`config.mk`:
```
export PLATFORM = sky130hd
export DESIGN_NAME = mii_dual_bridge
export DESIGN_NICKNAME = d
export VERILOG_FILES = /design/src/rtl/mii_bridge_pkg.sv /design/src/rtl/mii_edge_det.sv /design/src/rtl/mii_mid_sampler.sv /design/src/rtl/mii_ring_xfer.sv /design/src/rtl/mii_bridge_lane.sv /design/src/rtl/mii_dual_bridge.sv
export SDC_FILE = /design/constraint.sdc
export NUM_CORES = 1
export LEC_CHECK = 0
export BUFFER_PORTS_ARGS = -buffer_cell sky130_fd_sc_hd__buf_2
export CAP_MARGIN = 15
export CORE_MARGIN = 2
export CORE_UTILIZATION = 60
export CTS_BUF_LIST = sky130_fd_sc_hd__clkbuf_8
export DETAILED_ROUTE_END_ITERATION = 7
export GPL_TIMING_DRIVEN = 0
export PLACE_DENSITY = 0.8
export RECOVER_POWER = 100
export SKIP_CTS_REPAIR_TIMING = 1
export SYNTH_ARGS = -nofsm -noshare
export SYNTH_HDL_FRONTEND = slang
export SYNTH_SLANG_ARGS = --single-unit
```
`constraint.sdc`:
```
create_clock -name clk_sys -period 2.1 [get_ports clk_sys]
set_clock_uncertainty 0.2 [all_clocks]
set_input_delay 0.315 -clock clk_sys [delete_from_list [all_inputs] [get_ports clk_sys]]
set_output_delay 0.315 -clock clk_sys [all_outputs]
set_load 0.02 [all_outputs]
```
`src/rtl/mii_bridge_pkg.sv`:
```
package mii_bridge_pkg;

    localparam int NIB_W = 4;

    // One MII beat: data-valid plus nibble
    typedef struct packed {
        logic             dv;
        logic [NIB_W-1:0] nib;
    } mii_beat_t;

endpackage

```
`src/rtl/mii_edge_det.sv`:
```
// Brings a slow MII clock into the fast domain and flags its rising edge.
module mii_edge_det #(
    parameter int SYNC_STAGES = 2
) (
    input  logic clk,
    input  logic rst_n,
    input  logic mii_clk_i,
    output logic rise_o
);

    typedef struct packed {
        logic [SYNC_STAGES-1:0] sync;
        logic                   last;
    } edge_st_t;

    edge_st_t st_d, st_q;

    always_comb begin
        st_d      = st_q;
        st_d.sync = {st_q.sync[SYNC_STAGES-2:0], mii_clk_i};
        st_d.last = st_q.sync[SYNC_STAGES-1];
    end

    always_ff @(posedge clk or negedge rst_n) begin
        if (!rst_n) st_q <= '0;
        else        st_q <= st_d;
    end

    assign rise_o = st_q.sync[SYNC_STAGES-1] & ~st_q.last;

endmodule

```
`src/rtl/mii_mid_sampler.sv`:
```
// Latches the receive beat a fixed number of fast cycles after the clock rise.
module mii_mid_sampler
    import mii_bridge_pkg::*;
#(
    parameter int SAMPLE_DLY = 2
) (
    input  logic      clk,
    input  logic      rst_n,
    input  logic      rise_i,
    input  mii_beat_t beat_i,
    output mii_beat_t beat_o
);

    typedef struct packed {
        logic [SAMPLE_DLY-1:0] wait_sr;
        mii_beat_t             held;
    } smp_st_t;

    smp_st_t st_d, st_q;

    always_comb begin
        st_d         = st_q;
        st_d.wait_sr = {st_q.wait_sr[SAMPLE_DLY-2:0], rise_i};
        if (st_q.wait_sr[SAMPLE_DLY-1]) begin
            st_d.held = beat_i;
        end
    end

    always_ff @(posedge clk or negedge rst_n) begin
        if (!rst_n) st_q <= '0;
        else        st_q <= st_d;
    end

    assign beat_o = st_q.held;

endmodule

```
`src/rtl/mii_ring_xfer.sv`:
```
// Ring between receive and transmit timing, plus the sticky error flag.
module mii_ring_xfer
    import mii_bridge_pkg::*;
#(
    parameter int DEPTH = 4,
    localparam int PTR_W = $clog2(DEPTH)
) (
    input  logic             clk,
    input  logic             rst_n,
    input  logic             wr_i,
    input  mii_beat_t        wbeat_i,
    input  logic             rd_i,
    input  logic             blk_i,
    output logic [NIB_W-1:0] txd_o,
    output logic             tx_en_o,
    output logic             tx_er_o,
    output logic [PTR_W-1:0] fill_o
);

    typedef struct packed {
        mii_beat_t [DEPTH-1:0] slot;
        logic [PTR_W-1:0]      wp;
        logic [PTR_W-1:0]      rp;
        mii_beat_t             out;
        logic                  er;
    } ring_st_t;

    localparam ring_st_t RING_RST = '{
        slot: '0,
        wp:   PTR_W'(1),
        rp:   '0,
        out:  '0,
        er:   1'b0
    };

    ring_st_t st_d, st_q;

    always_comb begin
        st_d = st_q;
        if (wr_i) begin
            st_d.slot[st_q.wp] = wbeat_i;
            st_d.wp            = st_q.wp + PTR_W'(1);
        end
        if (rd_i) begin
            st_d.out = st_q.slot[st_q.rp];
            st_d.rp  = st_q.rp + PTR_W'(1);
            st_d.er  = st_q.slot[st_q.rp].dv & (blk_i | st_q.er);
        end
    end

    always_ff @(posedge clk or negedge rst_n) begin
        if (!rst_n) st_q <= RING_RST;
        else        st_q <= st_d;
    end

    assign txd_o   = st_q.out.nib;
    assign tx_en_o = st_q.out.dv;
    assign tx_er_o = st_q.er;
    assign fill_o  = st_q.wp - st_q.rp;

endmodule

```
`src/rtl/mii_bridge_lane.sv`:
```
// One direction: receive port of one side to transmit port of the other.
module mii_bridge_lane
    import mii_bridge_pkg::*;
#(
    parameter int SYNC_STAGES = 2,
    parameter int SAMPLE_DLY  = 2,
    parameter int RING_DEPTH  = 4,
    localparam int PTR_W = $clog2(RING_DEPTH)
) (
    input  logic             clk,
    input  logic             rst_n,
    input  logic             rx_clk_i,
    input  logic [NIB_W-1:0] rxd_i,
    input  logic             rx_dv_i,
    input  logic             tx_clk_i,
    input  logic             blk_i,
    output logic [NIB_W-1:0] txd_o,
    output logic             tx_en_o,
    output logic             tx_er_o,
    output logic [PTR_W-1:0] fill_o
);

    logic      rx_rise, tx_rise;
    mii_beat_t raw_beat, mid_beat;

    assign raw_beat = '{dv: rx_dv_i, nib: rxd_i};

    mii_edge_det #(.SYNC_STAGES(SYNC_STAGES)) u_rx_edge (
        .clk(clk), .rst_n(rst_n), .mii_clk_i(rx_clk_i), .rise_o(rx_rise)
    );

    mii_edge_det #(.SYNC_STAGES(SYNC_STAGES)) u_tx_edge (
        .clk(clk), .rst_n(rst_n), .mii_clk_i(tx_clk_i), .rise_o(tx_rise)
    );

    mii_mid_sampler #(.SAMPLE_DLY(SAMPLE_DLY)) u_sampler (
        .clk(clk), .rst_n(rst_n), .rise_i(rx_rise),
        .beat_i(raw_beat), .beat_o(mid_beat)
    );

    mii_ring_xfer #(.DEPTH(RING_DEPTH)) u_ring (
        .clk(clk), .rst_n(rst_n),
        .wr_i(rx_rise), .wbeat_i(mid_beat),
        .rd_i(tx_rise), .blk_i(blk_i),
        .txd_o(txd_o), .tx_en_o(tx_en_o), .tx_er_o(tx_er_o),
        .fill_o(fill_o)
    );

endmodule

```
`src/rtl/mii_dual_bridge.sv`:
```
// Two cut-through lanes: A receive to B transmit, B receive to A transmit.
module mii_dual_bridge
    import mii_bridge_pkg::*;
#(
    parameter int SYNC_STAGES = 2,
    parameter int SAMPLE_DLY  = 2,
    parameter int RING_DEPTH  = 4
) (
    input  logic             clk_sys,
    input  logic             rst_n,
    input  logic             a_rx_clk,
    input  logic [NIB_W-1:0] a_rxd,
    input  logic             a_rx_dv,
    input  logic             a_tx_clk,
    output logic [NIB_W-1:0] a_txd,
    output logic             a_tx_en,
    output logic             a_tx_er,
    input  logic             blk_to_a,
    input  logic             b_rx_clk,
    input  logic [NIB_W-1:0] b_rxd,
    input  logic             b_rx_dv,
    input  logic             b_tx_clk,
    output logic [NIB_W-1:0] b_txd,
    output logic             b_tx_en,
    output logic             b_tx_er,
    input  logic             blk_to_b
);

    localparam int LANES = 2;
    localparam int PTR_W = $clog2(RING_DEPTH);

    // Lane 0 carries A to B, lane 1 carries B to A
    logic [LANES-1:0] src_rx_clk, src_rx_dv, dst_tx_clk, dst_blk;
    logic [LANES-1:0] dst_tx_en, dst_tx_er;
    logic [NIB_W-1:0] src_rxd   [LANES];
    logic [NIB_W-1:0] dst_txd   [LANES];
    logic [PTR_W-1:0] lane_fill [LANES];

    assign src_rx_clk = {b_rx_clk, a_rx_clk};
    assign src_rx_dv  = {b_rx_dv,  a_rx_dv};
    assign dst_tx_clk = {a_tx_clk, b_tx_clk};
    assign dst_blk    = {blk_to_a, blk_to_b};
    assign src_rxd[0] = a_rxd;
    assign src_rxd[1] = b_rxd;

    for (genvar g = 0; g < LANES; g++) begin : g_lane
        mii_bridge_lane #(
            .SYNC_STAGES(SYNC_STAGES),
            .SAMPLE_DLY (SAMPLE_DLY),
            .RING_DEPTH (RING_DEPTH)
        ) u_lane (
            .clk     (clk_sys),
            .rst_n   (rst_n),
            .rx_clk_i(src_rx_clk[g]),
            .rxd_i   (src_rxd[g]),
            .rx_dv_i (src_rx_dv[g]),
            .tx_clk_i(dst_tx_clk[g]),
            .blk_i   (dst_blk[g]),
            .txd_o   (dst_txd[g]),
            .tx_en_o (dst_tx_en[g]),
            .tx_er_o (dst_tx_er[g]),
            .fill_o  (lane_fill[g])
        );
    end

    assign b_txd   = dst_txd[0];
    assign b_tx_en = dst_tx_en[0];
    assign b_tx_er = dst_tx_er[0];
    assign a_txd   = dst_txd[1];
    assign a_tx_en = dst_tx_en[1];
    assign a_tx_er = dst_tx_er[1];

endmodule

```
======== Yosys cells after proc, flatten, opt, wreduce, memory -nomap -nowiden ========
Index checks and enable logic that the tools add are counted.
cells by class
  $add $sub $neg .......................... 4
  $mul .................................... 0
  divide/modulo/power cells ............... 0
  magnitude comparators ................... 6
  eq/ne operators ......................... 0
  shifts and indexed selects .............. 0
  muxes and demuxes ....................... 10
  bitwise gates (word level) .............. 12
  reductions and logical operators ........ 2
operator list
  kind                 number
  $bwmux 20            2
  $bmux 5 s2           2
  $demux 5 s2          2
  $mux 5               4
  $lt 2x3->1 const B   4
  $add 2x1->2 const B  4
  $and 1x1->1          6
  $ge 2x1->1 const B   2
  $not 1->1            4
  $logic_and 1x1->1    2
  $or 1x1->1           2
word-level totals
  register bits after elaboration ......... 86
  bits in latches ......................... 0
  bits in writable memories ............... 0
  memory bits (read-only) ................. 0
  input port bits ......................... 18
  output and inout port bits .............. 12
  logic and storage cells ................. 74
  memories kept ........................... 0

======== Longest topological paths before layout ========
Gate-level depths: netlist of the first run.
  word-level depth ........................ 5
  mapped depth ............................ 4
  gate-level depth less buffers ........... 4

======== By module ========
Synthesis of the first run repeated with hierarchy kept, for this count alone.
second synthesis, totals
  cell total of the unflattened synthesis .. 254
  area, all modules ....................... 3643.5 sq um
by module, submodules not included
  module           times used  cells an instance  area an instance (sq um)  seq. area each (sq um)
  mii_ring_xfer    2           102                1375.1                    752.0
  mii_mid_sampler  2           17                 269.0                     175.2
  mii_edge_det     4           4                  88.8                      75.1

======== Worst setup path before layout of the first run ========
Ideal clock, no wire load.
  kind .................................... flip-flop to flip-flop
  start point ............................. reg g_lane[0].u_lane.u_ring.st_q[8] (netlist bit)
  end point ............................... reg g_lane[0].u_lane.u_ring.st_q[20] (netlist bit)
  setup time .............................. 125 ps
  data arrival time ....................... 1292 ps
  data required time ...................... 1775 ps
  slack ................................... 484 ps
  cell stages (with the launch flop) ...... 5
  buffers on the path ..................... 0
  period minus slack after synthesis ...... 1616 ps
  path through ............................ dfstp_2 -> inv_1 -> ha_1 -> nand3b_1 -> mux2_2
on the way
  cells in the longest elaborated chain, start to end .. 5
  elaborated cells between the ends (all ways) .. 6
  classes of those cells .................. 2 x order compare; 3 x mux; 1 x reduce/logical
ends and longest elaborated chain
  item                                                            line                 text
  start: declaration                                              mii_ring_xfer.sv:36  ring_st_t st_d, st_q;
  start signal: assignment                                        mii_ring_xfer.sv:53  else st_q <= st_d;
  $lt 2x3->1 (implied by the code) or $ge 2x1->1 (tied branches)  mii_ring_xfer.sv:41  st_d.slot[st_q.wp] = wbeat_i;
  $logic_and 1x1->1 (implied by the code)                         mii_ring_xfer.sv:41
  $mux 5 (implied by the code)                                    mii_ring_xfer.sv:41
  $demux 5 s2 *                                                   mii_ring_xfer.sv:41
  $bwmux 20 *                                                     mii_ring_xfer.sv:41
Mark *: on every way between the ends. The rest lies on a longest branch, timed or not.
A chain may end at the register's enable or synchronous reset.

======== Worst setup path after layout of the first run ========
  start point ............................. reg g_lane[0].u_lane.u_ring.st_q[8] (netlist bit)
  end point ............................... reg g_lane[0].u_lane.u_ring.st_q[12] (netlist bit)
Same word-level chain as after synthesis.

==> results of run 1 <==
==> registers in the layout (all words and copies together) (netlist names) <==
| signal | flops |
|---|---|
| g_lane.u_lane.u_ring.st_q | 48 |
| g_lane.u_lane.u_ring.tx_en_o | 2 |
| g_lane.u_lane.u_ring.tx_er_o | 2 |
| g_lane.u_lane.u_ring.txd_o | 8 |
| g_lane.u_lane.u_rx_edge.st_d | 4 |
| g_lane.u_lane.u_rx_edge.st_q | 2 |
| g_lane.u_lane.u_sampler.beat_o | 10 |
| g_lane.u_lane.u_sampler.st_d | 2 |
| g_lane.u_lane.u_sampler.st_q | 2 |
| g_lane.u_lane.u_tx_edge.st_d | 4 |
| g_lane.u_lane.u_tx_edge.st_q | 2 |
==> placed cells by master, fill, tap and decap left out, types with 2 or more instances in the layout <==
cell type / count
sky130_fd_sc_hd__ha_1: 8
sky130_fd_sc_hd__inv_1: 8
sky130_fd_sc_hd__dlygate4sd3_1: 15
sky130_fd_sc_hd__dfstp_1: 2
sky130_fd_sc_hd__xor2_1: 2
sky130_fd_sc_hd__buf_2: 16
sky130_fd_sc_hd__mux4_2: 2
sky130_fd_sc_hd__clkinv_2: 3
sky130_fd_sc_hd__mux4_1: 8
sky130_fd_sc_hd__clkbuf_8: 9
sky130_fd_sc_hd__and3b_1: 2
sky130_fd_sc_hd__buf_4: 8
sky130_fd_sc_hd__nor2b_1: 4
sky130_fd_sc_hd__dfrtp_1: 84
sky130_fd_sc_hd__clkbuf_1: 16
sky130_fd_sc_hd__o32a_1: 2
sky130_fd_sc_hd__bufinv_16: 2
sky130_fd_sc_hd__buf_6: 3
sky130_fd_sc_hd__xnor2_1: 4
sky130_fd_sc_hd__mux2_2: 62
sky130_fd_sc_hd__nand3b_1: 10
==> layer usage <==
| metal | vias to the layer above | share of wire, % | global-route usage (%) |
|---|---|---|---|
| li1 | 860 | - | - |
| met1 | 958 | 44 | 23.7 |
| met2 | 33 | 50 | 32.4 |
| met3 | 12 | 4.1 | 7.19 |
| met4 | 0 | 1.8 | 6.61 |
| met5 | - | 0 | 0 |
==> power by group through the flow <==
stage	sequential (mW)	combinational, mW	clock, mW
after CTS	2.63	1.77	1.24
after floorplan	2.59	1.38	0
final	2.63	1.72	1.21
after global routing	2.71	1.90	1.31
after detailed placement	2.67	1.77	0
after global placement	2.62	1.70	0
==> cell type report <==
type	count	area, um2	share of cell area, %
buffer	14	97.6	2.38
sequential	86	2150	52.5
inverter	6	22.5	0.548
clock buffer	9	124	3.02
timing repair buffer	45	292	7.10
clock inverter	7	82.6	2.01
multi-input combinational	104	1240	30.3
tap	72	90.1	2.19
==> through the flow <==
step,area [um2],hold WS [ns]
floorplan,3520,-0.181
global placement,3750,0.131
detailed placement,3780,0.0916
CTS,3990,-0.299
global route,4110,0.149
finish,4110,0.149
==> path summary, 6_finish.rpt <==
check | start | to | slack (ns) | cells past startpoint
setup reg to reg | g_lane[0].u_lane.u_ring.st_q[8]$_DFFE_PN1P_ | g_lane[0].u_lane.u_ring.st_q[12]$_DFFE_PN0P_ | 0.28 | 4
setup / recovery | g_lane[0].u_lane.u_ring.st_q[8]$_DFFE_PN1P_ | g_lane[0].u_lane.u_ring.st_q[12]$_DFFE_PN0P_ | 0.28 | 4
min in group asynchronous | rst_n | g_lane[1].u_lane.u_ring.st_q[29]$_DFFE_PN0P_ | 0.38 | 2
hold reg to reg | g_lane[1].u_lane.u_tx_edge.st_d[2]$_DFF_PN0_ | g_lane[1].u_lane.u_tx_edge.st_d[0]$_DFF_PN0_ | 0.15 | 0
hold / removal | blk_to_b | g_lane[0].u_lane.u_ring.tx_er_o$_DFFE_PN0P_ | 0.15 | 3
max in group asynchronous | rst_n | g_lane[0].u_lane.u_ring.st_q[8]$_DFFE_PN1P_ | 0.37 | 3
==> logic make-up after synthesis <==
family | share of synthesized area (%)
AND/OR/NAND/NOR | 3.34
adder cells (fa/ha/maj) | 2.85
multiplexers | 27.1
buffers and inverters | 3.41
AO/OA/AOI/OAI | 0.569
XOR/XNOR | 1.49
flip-flops | 61.2
==> worst max-delay path: cells and delay by family, from the launching register on <==
kind | cells | cell delay, ns
adder cells (fa/ha/maj) | 1 | 0.20
buffers and inverters | 1 | 0.10
flip-flops | 1 | 0.56
multiplexers | 1 | 0.38
AND/OR/NAND/NOR | 1 | 0.27
==> Flow_metrics.wiki, run 1 <==
{| class="wikitable"
! Metric !! Value
|-
| Final antenna-violating net count || 0
|-
| Worst IR drop on VDD || 780 uV
|-
| Synth unique cells || 16
|-
| Clock tree from TritonCTS || done
|-
| Layout Nets || 292
|-
| Clock buffer count from CTS || 9
|-
| Worst endpoint data arrival time || 1.86 ns
|-
| Overall Global Routing Usage || 19.6%
|-
| Count of standard-cell rows || 27
|-
| CP Max Fanout || 5
|-
| Highest attainable clock frequency || 548 MHz
|-
| Initial Util || 63.1%
|-
| Slew at the pin closest to its max-slew limit || 0.803 ns
|-
| Post-synth EDFFs || 0
|-
| Wire length of the first global-routing pass || 9210 um
|-
| CP max-delay cell || sky130_fd_sc_hd__dfstp_1
|-
| Horizontal die dimension || 80.6 um
|-
| Part of the Yosys area used for sequential elements || 61.2%
|-
| Detailed Place HPWL || 3760 um
|-
| First-pass DRT Iterations || 4
|-
| Data required time at the worst endpoint || 2.14 ns
|-
| Total count of hold-check failures in the final report || 0
|-
| Most common flop cell mapped by yosys || sky130_fd_sc_hd__dfrtp_1
|-
| Number of synthesized register bits || 86
|-
| Area of the mapped netlist || 3520 um2
|-
| Core Box Area || 5570 um2
|-
| Placement-stage worst setup slack || 0.313 ns
|-
| Hold crit path type || input pin to flip-flop
|-
| Via count of the first global-routing pass || 1948
|-
| Share of cells above drive strength 1 || 39.1%
|-
| Most repeated cell in the gate-level netlist after synthesis || sky130_fd_sc_hd__dfrtp_1
|-
| Cell-by-cell trace of the critical path || inv_1 > ha_1 > nand3b_1 > mux2_2
|-
| Root buf cell || sky130_fd_sc_hd__clkbuf_8
|-
| Worst setup path class || flip-flop to flip-flop
|-
| CP Launch Type || flip-flop
|-
| Max-capacitance violation count || 0
|-
| Power Density || 1350 nW/um2
|-
| Unrepaired setup endpoints after global routing || no
|-
| Clock tree sinks || 86
|-
| Final Wtd Congestion || 0.687
|-
| Total of buffers placed on input and output ports || 29
|-
| Post-route clock period utilization || 86.9%
|-
| Logic pwr share || 31.0%
|-
| Vertical die dimension || 80.6 um
|-
| Die ar. || 6490 um2
|-
| Synthesis-to-finish area growth || 16.7%
|-
| Top cells by count, synth || sky130_fd_sc_hd__dfrtp_1 (84), sky130_fd_sc_hd__mux2_2 (62), sky130_fd_sc_hd__nand3b_1 (10)
|-
| Proportion of synthesized flip-flops having asynchronous set or reset || 100%
|-
| Crit path largest cell delay || 0.56 ns
|-
| Overflow after GRT || 0
|-
| WL/cell || 16.0 um
|-
| Antenna diode instance count || 0
|-
| Worst path setup slack after routing || 0.275 ns
|-
| Number of non-filler instances in the completed layout || 343
|-
| DRT iter0 DRCs || 83
|-
| Worst relative slew slack || 46.5%
|-
| Design Power || 5.56 mW
|-
| Clock Path Buffers || 2
|-
| Count of mapped cells out of synthesis || 210
|-
| Area share of the leading cell type in the synthesized netlist || 59.7%
|-
| Cell taking the most area after synthesis || sky130_fd_sc_hd__dfrtp_1
|-
| Maximum level of the CTS H-tree || 3
|-
| Final setup vio count || 0
|-
| Via-per-instance ratio || 5.43
|-
| Source-to-sink clock delay at the later pin of the worst-skew pair || 0.36 ns
|-
| Maximum number of pins on one net before global-route repair || 54
|-
| I/O Pins || 30
|-
| Warnings from Yosys || 0
|-
| Clock-pin slew of the registers on the worst-case setup and hold paths || 0.07 ns
|-
| Post-Route Utilization || 73.7%
|-
| Switching share of total power || 28.4%
|-
| Average instance area after synthesis || 16.8 um2
|-
| Final-report max-slew violation count || 0
|-
| Standby leakage power || 1.87 nW
|-
| DP Cell Count || 312
|-
| Outcome || completed
|-
| Switching power total || 1.58 mW
|-
| Routed via count || 1863
|-
| Fin Setup TNS || 0 ns
|-
| Aggregate routed wire length || 5490 um
|-
| Sort of element at the end of the critical path || flip-flop
|-
| Post-layout min period || 1.82 ns
|-
| Largest cells by area after synthesis || sky130_fd_sc_hd__dfrtp_1 (60%), sky130_fd_sc_hd__mux2_2 (20%), sky130_fd_sc_hd__mux4_1 (6.0%), sky130_fd_sc_hd__ha_1 (2.8%), sky130_fd_sc_hd__nand3b_1 (2.1%)
|-
| Detailed-route DRC error count || 0
|-
| Sequential group share of total power || 47.2%
|-
| Syn nets || 236
|-
| Clock network fraction of design power || 21.8%
|-
| Int Pwr || 3.98 mW
|-
| Fill cells || 396
|-
| Initial antenna violation count || 0
|}
(Power assumes the default switching activity.)
==> inputs of run 2 (changes only) <==
- SYNTH_HIERARCHICAL: default -> 1
==> run 2 against run 1 <==
First-iteration DRC count decreased by 14%. Die area up 1.6%. Synthesized area increased by 1.6%. Synthesized cell count increased by 17%. Largest cell class unchanged. Critical endpoint is now g_lane[1].u_lane/u_ring/st_q[24]$_DFFE_PN0P_. Highest routed layer unchanged. Total power is 2.2% lower.
==> Flow_metrics.wiki, run 2 <==
{| class="wikitable"
! Metric !! Value
|-
| Outcome || completed
|-
| Max-capacitance violation count || 0
|-
| Via count of the first global-routing pass || 2043
|-
| Wire length of the first global-routing pass || 9650 um
|-
| Overall Global Routing Usage || 20.0%
|-
| Clock tree from TritonCTS || done
|-
| Startpoint of the tightest hold check path || a_rx_dv
|-
| Top reg by flops || g_lane.u_lane/u_ring/st_q
|-
| Overflow after GRT || 0
|-
| Worst-case hold path end point || g_lane[0].u_lane/u_sampler/beat_o[4]$_DFFE_PN0P_
|-
| Routed via count || 1991
|-
| Detailed Place HPWL || 3800 um
|-
| First-pass DRT Iterations || 4
|-
| Sort of element at the end of the critical path || flip-flop
|-
| Worst setup path class || flip-flop to flip-flop
|-
| Worst relative slew slack || 49.1%
|-
| Highest attainable clock frequency || 554 MHz
|-
| Cell area after placement || 3840 um2
|-
| Area of the mapped netlist || 3580 um2
|-
| Count of standard-cell rows || 28
|-
| Area of the multi-input gates || 1210 um2
|-
| Final setup vio count || 0
|-
| Warnings from Yosys || 6
|-
| Final Wtd Congestion || 0.690
|-
| Startpoint of the lowest-slack register-to-register path || g_lane[1].u_lane/u_ring/st_q[8]$_DFFE_PN1P_
|-
| Initial antenna violation count || 0
|-
| Clock Path Buffers || 2
|-
| Clock tree sinks || 86
|-
| I/O Pins || 30
|-
| Post-route clock period utilization || 85.9%
|-
| CP Launch Type || flip-flop
|-
| Antenna diode instance count || 0
|-
| Core Box Area || 5850 um2
|-
| Source-to-sink clock delay at the later pin of the worst-skew pair || 0.34 ns
|-
| Die ar. || 6590 um2
|-
| DP Cell Count || 351
|-
| Reg2reg end || g_lane[1].u_lane/u_ring/st_q[24]$_DFFE_PN0P_
|-
| Horizontal die dimension || 81.2 um
|-
| Worst endpoint data arrival time || 1.83 ns
|-
| Total of buffers placed on input and output ports || 29
|-
| CP Max Fanout || 5
|-
| Layout Nets || 326
|-
| Share of cells above drive strength 1 || 34.4%
|-
| Vertical die dimension || 81.2 um
|-
| Aggregate routed wire length || 5670 um
|-
| Maximum number of pins on one net before global-route repair || 56
|-
| Most frequent standard cell in the layout excluding fill and tap cells || sky130_fd_sc_hd__dfrtp_1
|-
| Synthesis-to-finish area growth || 14.9%
|-
| Max reg flops || 48
|-
| Count of mapped cells out of synthesis || 246
|-
| Final-report max-slew violation count || 0
|-
| Post-Route Utilization || 70.2%
|-
| Standby leakage power || 1.92 nW
|-
| Clock buffer count from CTS || 9
|-
| Area taken by flip-flops and latches || 2150 um2
|-
| Slew at the pin closest to its max-slew limit || 0.764 ns
|-
| Unrepaired setup endpoints after global routing || no
|-
| Number of non-filler instances in the completed layout || 380
|-
| Launching element of the worst setup path || g_lane[1].u_lane/u_ring/st_q[8]$_DFFE_PN1P_
|-
| Worst IR drop on VDD || 730 uV
|-
| Syn nets || 272
|-
| Power Density || 1320 nW/um2
|-
| Highest-count cells in the layout ignoring fill and taps || sky130_fd_sc_hd__dfrtp_1 (84), sky130_fd_sc_hd__mux2_2 (50), sky130_fd_sc_hd__buf_4 (20), sky130_fd_sc_hd__mux2i_1 (20), sky130_fd_sc_hd__buf_2 (18)
|-
| Detailed-route DRC error count || 0
|-
| Total count of hold-check failures in the final report || 0
|-
| Data required time at the worst endpoint || 2.13 ns
|-
| Clock-pin slew of the registers on the worst-case setup and hold paths || 0.08 ns
|-
| Hold crit path type || input pin to flip-flop
|-
| Root buf cell || sky130_fd_sc_hd__clkbuf_8
|-
| Final antenna-violating net count || 0
|-
| Hold-critical path depth || 2
|-
| WL/cell || 14.9 um
|-
| Via-per-instance ratio || 5.24
|-
| DRT iter0 DRCs || 71
|-
| Worst-case reg-to-reg path depth || 4
|-
| Maximum level of the CTS H-tree || 3
|-
| Fin area || 4110 um2
|-
| Initial Util || 61.1%
|-
| Average instance area after synthesis || 14.5 um2
|-
| Post-layout min period || 1.80 ns
|-
| Register-to-register path setup slack || 0.30 ns
|-
| Fill cells || 444
|}
## run 2: cell count changes in the layout (fill, tap and decap cells not counted), moves of 8 or more
cell,before,now
sky130_fd_sc_hd__mux4_1,8,0
sky130_fd_sc_hd__mux2i_1,0,20
sky130_fd_sc_hd__o221ai_1,0,8
sky130_fd_sc_hd__mux2_2,62,50
sky130_fd_sc_hd__nand2b_1,0,10
sky130_fd_sc_hd__nand2_1,0,12
sky130_fd_sc_hd__nand3b_1,10,0
sky130_fd_sc_hd__buf_4,8,20
## run 2: worst max-delay path by stage
stage | to | slack (ns) | depth (start not counted)
final | g_lane[1].u_lane/u_ring/st_q[24]$_DFFE_PN0P_ | 0.30 | 4
after global routing | g_lane[1].u_lane/u_sampler/beat_o[2]$_DFFE_PN0P_ | 0.17 | 3
after global placement | g_lane[1].u_lane/u_rx_edge/st_d[2]$_DFF_PN0_ | -0.15 | 1
after CTS | g_lane[1].u_lane/u_ring/st_q[23]$_DFFE_PN0P_ | 0.33 | 4
after detailed placement | g_lane[1].u_lane/u_ring/st_q[24]$_DFFE_PN0P_ | 0.35 | 4
after floorplan | g_lane[0].u_lane/u_ring/st_q[10]$_DFFE_PN0P_ | 0.52 | 4
## run 2: routing by layer
layer	track usage (%)	vias up	wire length (um)
met5	0	-	0
met4	9.49	0	111
met3	4.33	12	188
met2	30.2	33	2620
met1	27.7	997	2750
li1	-	949	-
## run 2: report_power, final
| group | switching (mW) | internal, mW | total, mW |
|---|---|---|---|
| sequential | 0.316 | 2.28 | 2.59 |
| combinational | 0.803 | 0.897 | 1.70 |
| clock | 0.543 | 0.605 | 1.15 |
| total | 1.66 | 3.78 | 5.44 |
## run 2: final cells by class
class                   instances  share of cell area, %
well taps                      75                   2.28
clock buffers                  11                   3.68
clock inverters                 5                   1.19
plain buffers                  24                   4.08
inverters                       4                  0.365
repair buffers                 43                   6.61
flip-flops and latches         86                   52.4
multi-input cells             132                   29.4
## run 2: critical path, stage by stage (launching register included)
cell and delay, ns:
sky130_fd_sc_hd__dfstp_1 0.60, sky130_fd_sc_hd__inv_1 0.10, sky130_fd_sc_hd__ha_1 0.21, sky130_fd_sc_hd__nand2_1 0.22, sky130_fd_sc_hd__mux2_2 0.37
## run 2: through the flow
stage	setup TNS [ns]	power (mW)	hold WS, ns	worst slack, ns
2_1_floorplan	0	3.91	-0.181	0.517
3_3_place_gp	-12.17	4.26	0.133	-0.150
3_5_place_dp	0	4.36	0.0800	0.347
4_1_cts	0	5.53	-0.299	0.332
5_1_grt	0	5.84	0.00141	0.170
6_report	0	5.44	0.00404	0.296
==> inputs of run 3 (changes only) <==
- CAP_MARGIN: 15 -> default
- clock period: 2.1 -> 2.2 ns (I/O delays scaled with it)
==> run 3 against run 2 <==
Sequential share of layout area grew 0.83 points. Die area is the same. Via count shrank 1.5%. Critical path type unchanged.
==> Flow_metrics.wiki, run 3 (same netlist as run 2, synthesis figures left out) <==
{| class="wikitable"
! Metric !! Value
|-
| First-pass DRT Iterations || 4
|-
| Worst endpoint data arrival time || 1.84 ns
|-
| Highest attainable clock frequency || 554 MHz
|-
| Crit path largest cell delay || 0.60 ns
|-
| Hold crit path type || input pin to flip-flop
|-
| Overall Global Routing Usage || 20.0%
|-
| WL/cell || 15.0 um
|-
| Clock-pin slew of the registers on the worst-case setup and hold paths || 0.08 ns
|-
| DRT iter0 DRCs || 80
|-
| Wire length of the first global-routing pass || 9650 um
|-
| Detailed-route DRC error count || 0
|-
| CP max-delay cell || sky130_fd_sc_hd__dfstp_1
|-
| Sequential group share of total power || 47.7%
|-
| Layout Nets || 318
|-
| Fin Setup TNS || 0 ns
|-
| Clock Path Buffers || 2
|-
| Clock buffer count from CTS || 9
|-
| Max-capacitance violation count || 0
|-
| Max reg flops || 48
|-
| Cell-by-cell trace of the critical path || inv_1 > ha_1 > nand2_1 > mux2_2
|-
| Highest-count cells in the layout ignoring fill and taps || sky130_fd_sc_hd__dfrtp_1 (84), sky130_fd_sc_hd__mux2_2 (50), sky130_fd_sc_hd__buf_4 (20), sky130_fd_sc_hd__mux2i_1 (20), sky130_fd_sc_hd__buf_2 (18)
|-
| Fin area || 4050 um2
|-
| Switching share of total power || 30.6%
|-
| DP Cell Count || 351
|-
| Final-report max-slew violation count || 0
|-
| Design Power || 5.18 mW
|-
| Root buf cell || sky130_fd_sc_hd__clkbuf_8
|-
| Clock network fraction of design power || 21.1%
|-
| Via-per-instance ratio || 5.27
|-
| Logic pwr share || 31.2%
|-
| Slew at the pin closest to its max-slew limit || 0.813 ns
|-
| Clock tree from TritonCTS || done
|-
| Final antenna-violating net count || 0
|-
| Detailed Place HPWL || 3800 um
|-
| Via count of the first global-routing pass || 2043
|-
| Outcome || completed
|-
| Total count of hold-check failures in the final report || 0
|-
| Power Density || 1280 nW/um2
|-
| CP Launch Type || flip-flop
|-
| Most frequent standard cell in the layout excluding fill and tap cells || sky130_fd_sc_hd__dfrtp_1
|-
| Routed via count || 1962
|-
| Sort of element at the end of the critical path || flip-flop
|-
| Horizontal die dimension || 81.2 um
|-
| Core Box Area || 5850 um2
|-
| Switching power total || 1.58 mW
|-
| Worst IR drop on VDD || 697 uV
|-
| Worst setup path class || flip-flop to flip-flop
|-
| Unrepaired setup endpoints after global routing || no
|-
| Final Wtd Congestion || 0.690
|-
| Maximum number of pins on one net before global-route repair || 56
|-
| Antenna diode instance count || 0
|-
| Post-route clock period utilization || 82.0%
|-
| Aggregate routed wire length || 5570 um
|-
| Die ar. || 6590 um2
|-
| Top reg by flops || g_lane.u_lane/u_ring/st_q
|-
| Clock tree sinks || 86
|-
| Post-layout min period || 1.80 ns
|-
| Cell area after placement || 3840 um2
|-
| Int Pwr || 3.60 mW
|-
| Final setup vio count || 0
|-
| Initial antenna violation count || 0
|-
| Worst relative slew slack || 45.8%
|-
| Count of standard-cell rows || 28
|-
| Total of buffers placed on input and output ports || 29
|-
| Overflow after GRT || 0
|-
| Placement-stage worst setup slack || 0.447 ns
|-
| Worst path setup slack after routing || 0.396 ns
|-
| Data required time at the worst endpoint || 2.23 ns
|-
| I/O Pins || 30
|-
| Vertical die dimension || 81.2 um
|-
| Source-to-sink clock delay at the later pin of the worst-skew pair || 0.34 ns
|-
| Synthesis-to-finish area growth || 13.1%
|-
| Number of non-filler instances in the completed layout || 372
|-
| Fill cells || 450
|-
| Standby leakage power || 1.89 nW
|-
| CP Max Fanout || 5
|-
| Share of cells above drive strength 1 || 35.4%
|-
| Maximum level of the CTS H-tree || 3
|-
| Initial Util || 61.1%
|}
-- run 3: layout make-up --
cell class / count / area, um2 / area share (%)
repair buffers: 35 / 208 / 5.13
flip-flops and latches: 86 / 2150 / 53.3
multi-input cells: 132 / 1210 / 29.8
well taps: 75 / 93.8 / 2.32
clock buffers: 11 / 151 / 3.74
clock inverters: 5 / 48.8 / 1.21
plain buffers: 24 / 168 / 4.14
inverters: 4 / 15.0 / 0.371
-- run 3: worst max-delay path: cells and delay by family, from the launching register on --
kind          cells  cell delay [ns]
simple gates      1             0.22
mux               1             0.37
fa+ha+maj         1             0.21
flops             1             0.60
buf+inv           1             0.10
-- run 3: per-stage QoR --
stage	util (%)	hold WS [ns]
after floorplan	-	-0.166
after global placement	65.2	0.133
after detailed placement	65.7	0.0950
after CTS	69.1	-0.284
after global routing	69.1	0.000639
final	69.1	0.0118
-- run 3: worst paths after layout --
| path | from | to | slack, ns | cells past startpoint |
|---|---|---|---|---|
| worst max-delay path | g_lane[1].u_lane/u_ring/st_q[8]$_DFFE_PN1P_ | g_lane[1].u_lane/u_ring/st_q[24]$_DFFE_PN0P_ | 0.40 | 4 |
| worst min-delay path | b_rxd[3] | g_lane[1].u_lane/u_sampler/beat_o[3]$_DFFE_PN0P_ | 0.01 | 2 |
| worst max register to register | g_lane[1].u_lane/u_ring/st_q[8]$_DFFE_PN1P_ | g_lane[1].u_lane/u_ring/st_q[24]$_DFFE_PN0P_ | 0.40 | 4 |
| worst min register to register | g_lane[1].u_lane/u_tx_edge/st_d[2]$_DFF_PN0_ | g_lane[1].u_lane/u_tx_edge/st_d[0]$_DFF_PN0_ | 0.15 | 0 |
| max in group asynchronous | rst_n | g_lane[0].u_lane/u_ring/st_q[8]$_DFFE_PN1P_ | 0.62 | 3 |
| min in group asynchronous | rst_n | g_lane[0].u_lane/u_ring/tx_er_o$_DFFE_PN0P_ | 0.41 | 2 |
-- run 3: power groups by stage --
stage                     clock [mW]  sequential (mW)  combinational (mW)
final                           1.09             2.47                1.62
after global routing            1.21             2.55                1.80
after CTS                       1.13             2.48                1.67
after detailed placement           0             2.51                1.65
after global placement             0             2.48                1.59
after floorplan                    0             2.47                1.26
-- run 3: per-layer routing --
layer | global-route usage, % | wire length, um | up-vias
met5 | 0 | 0 | -
met4 | 9.49 | 111 | 0
met3 | 4.33 | 213 | 12
met2 | 30.2 | 2570 | 38
met1 | 27.7 | 2680 | 979
li1 | - | - | 933
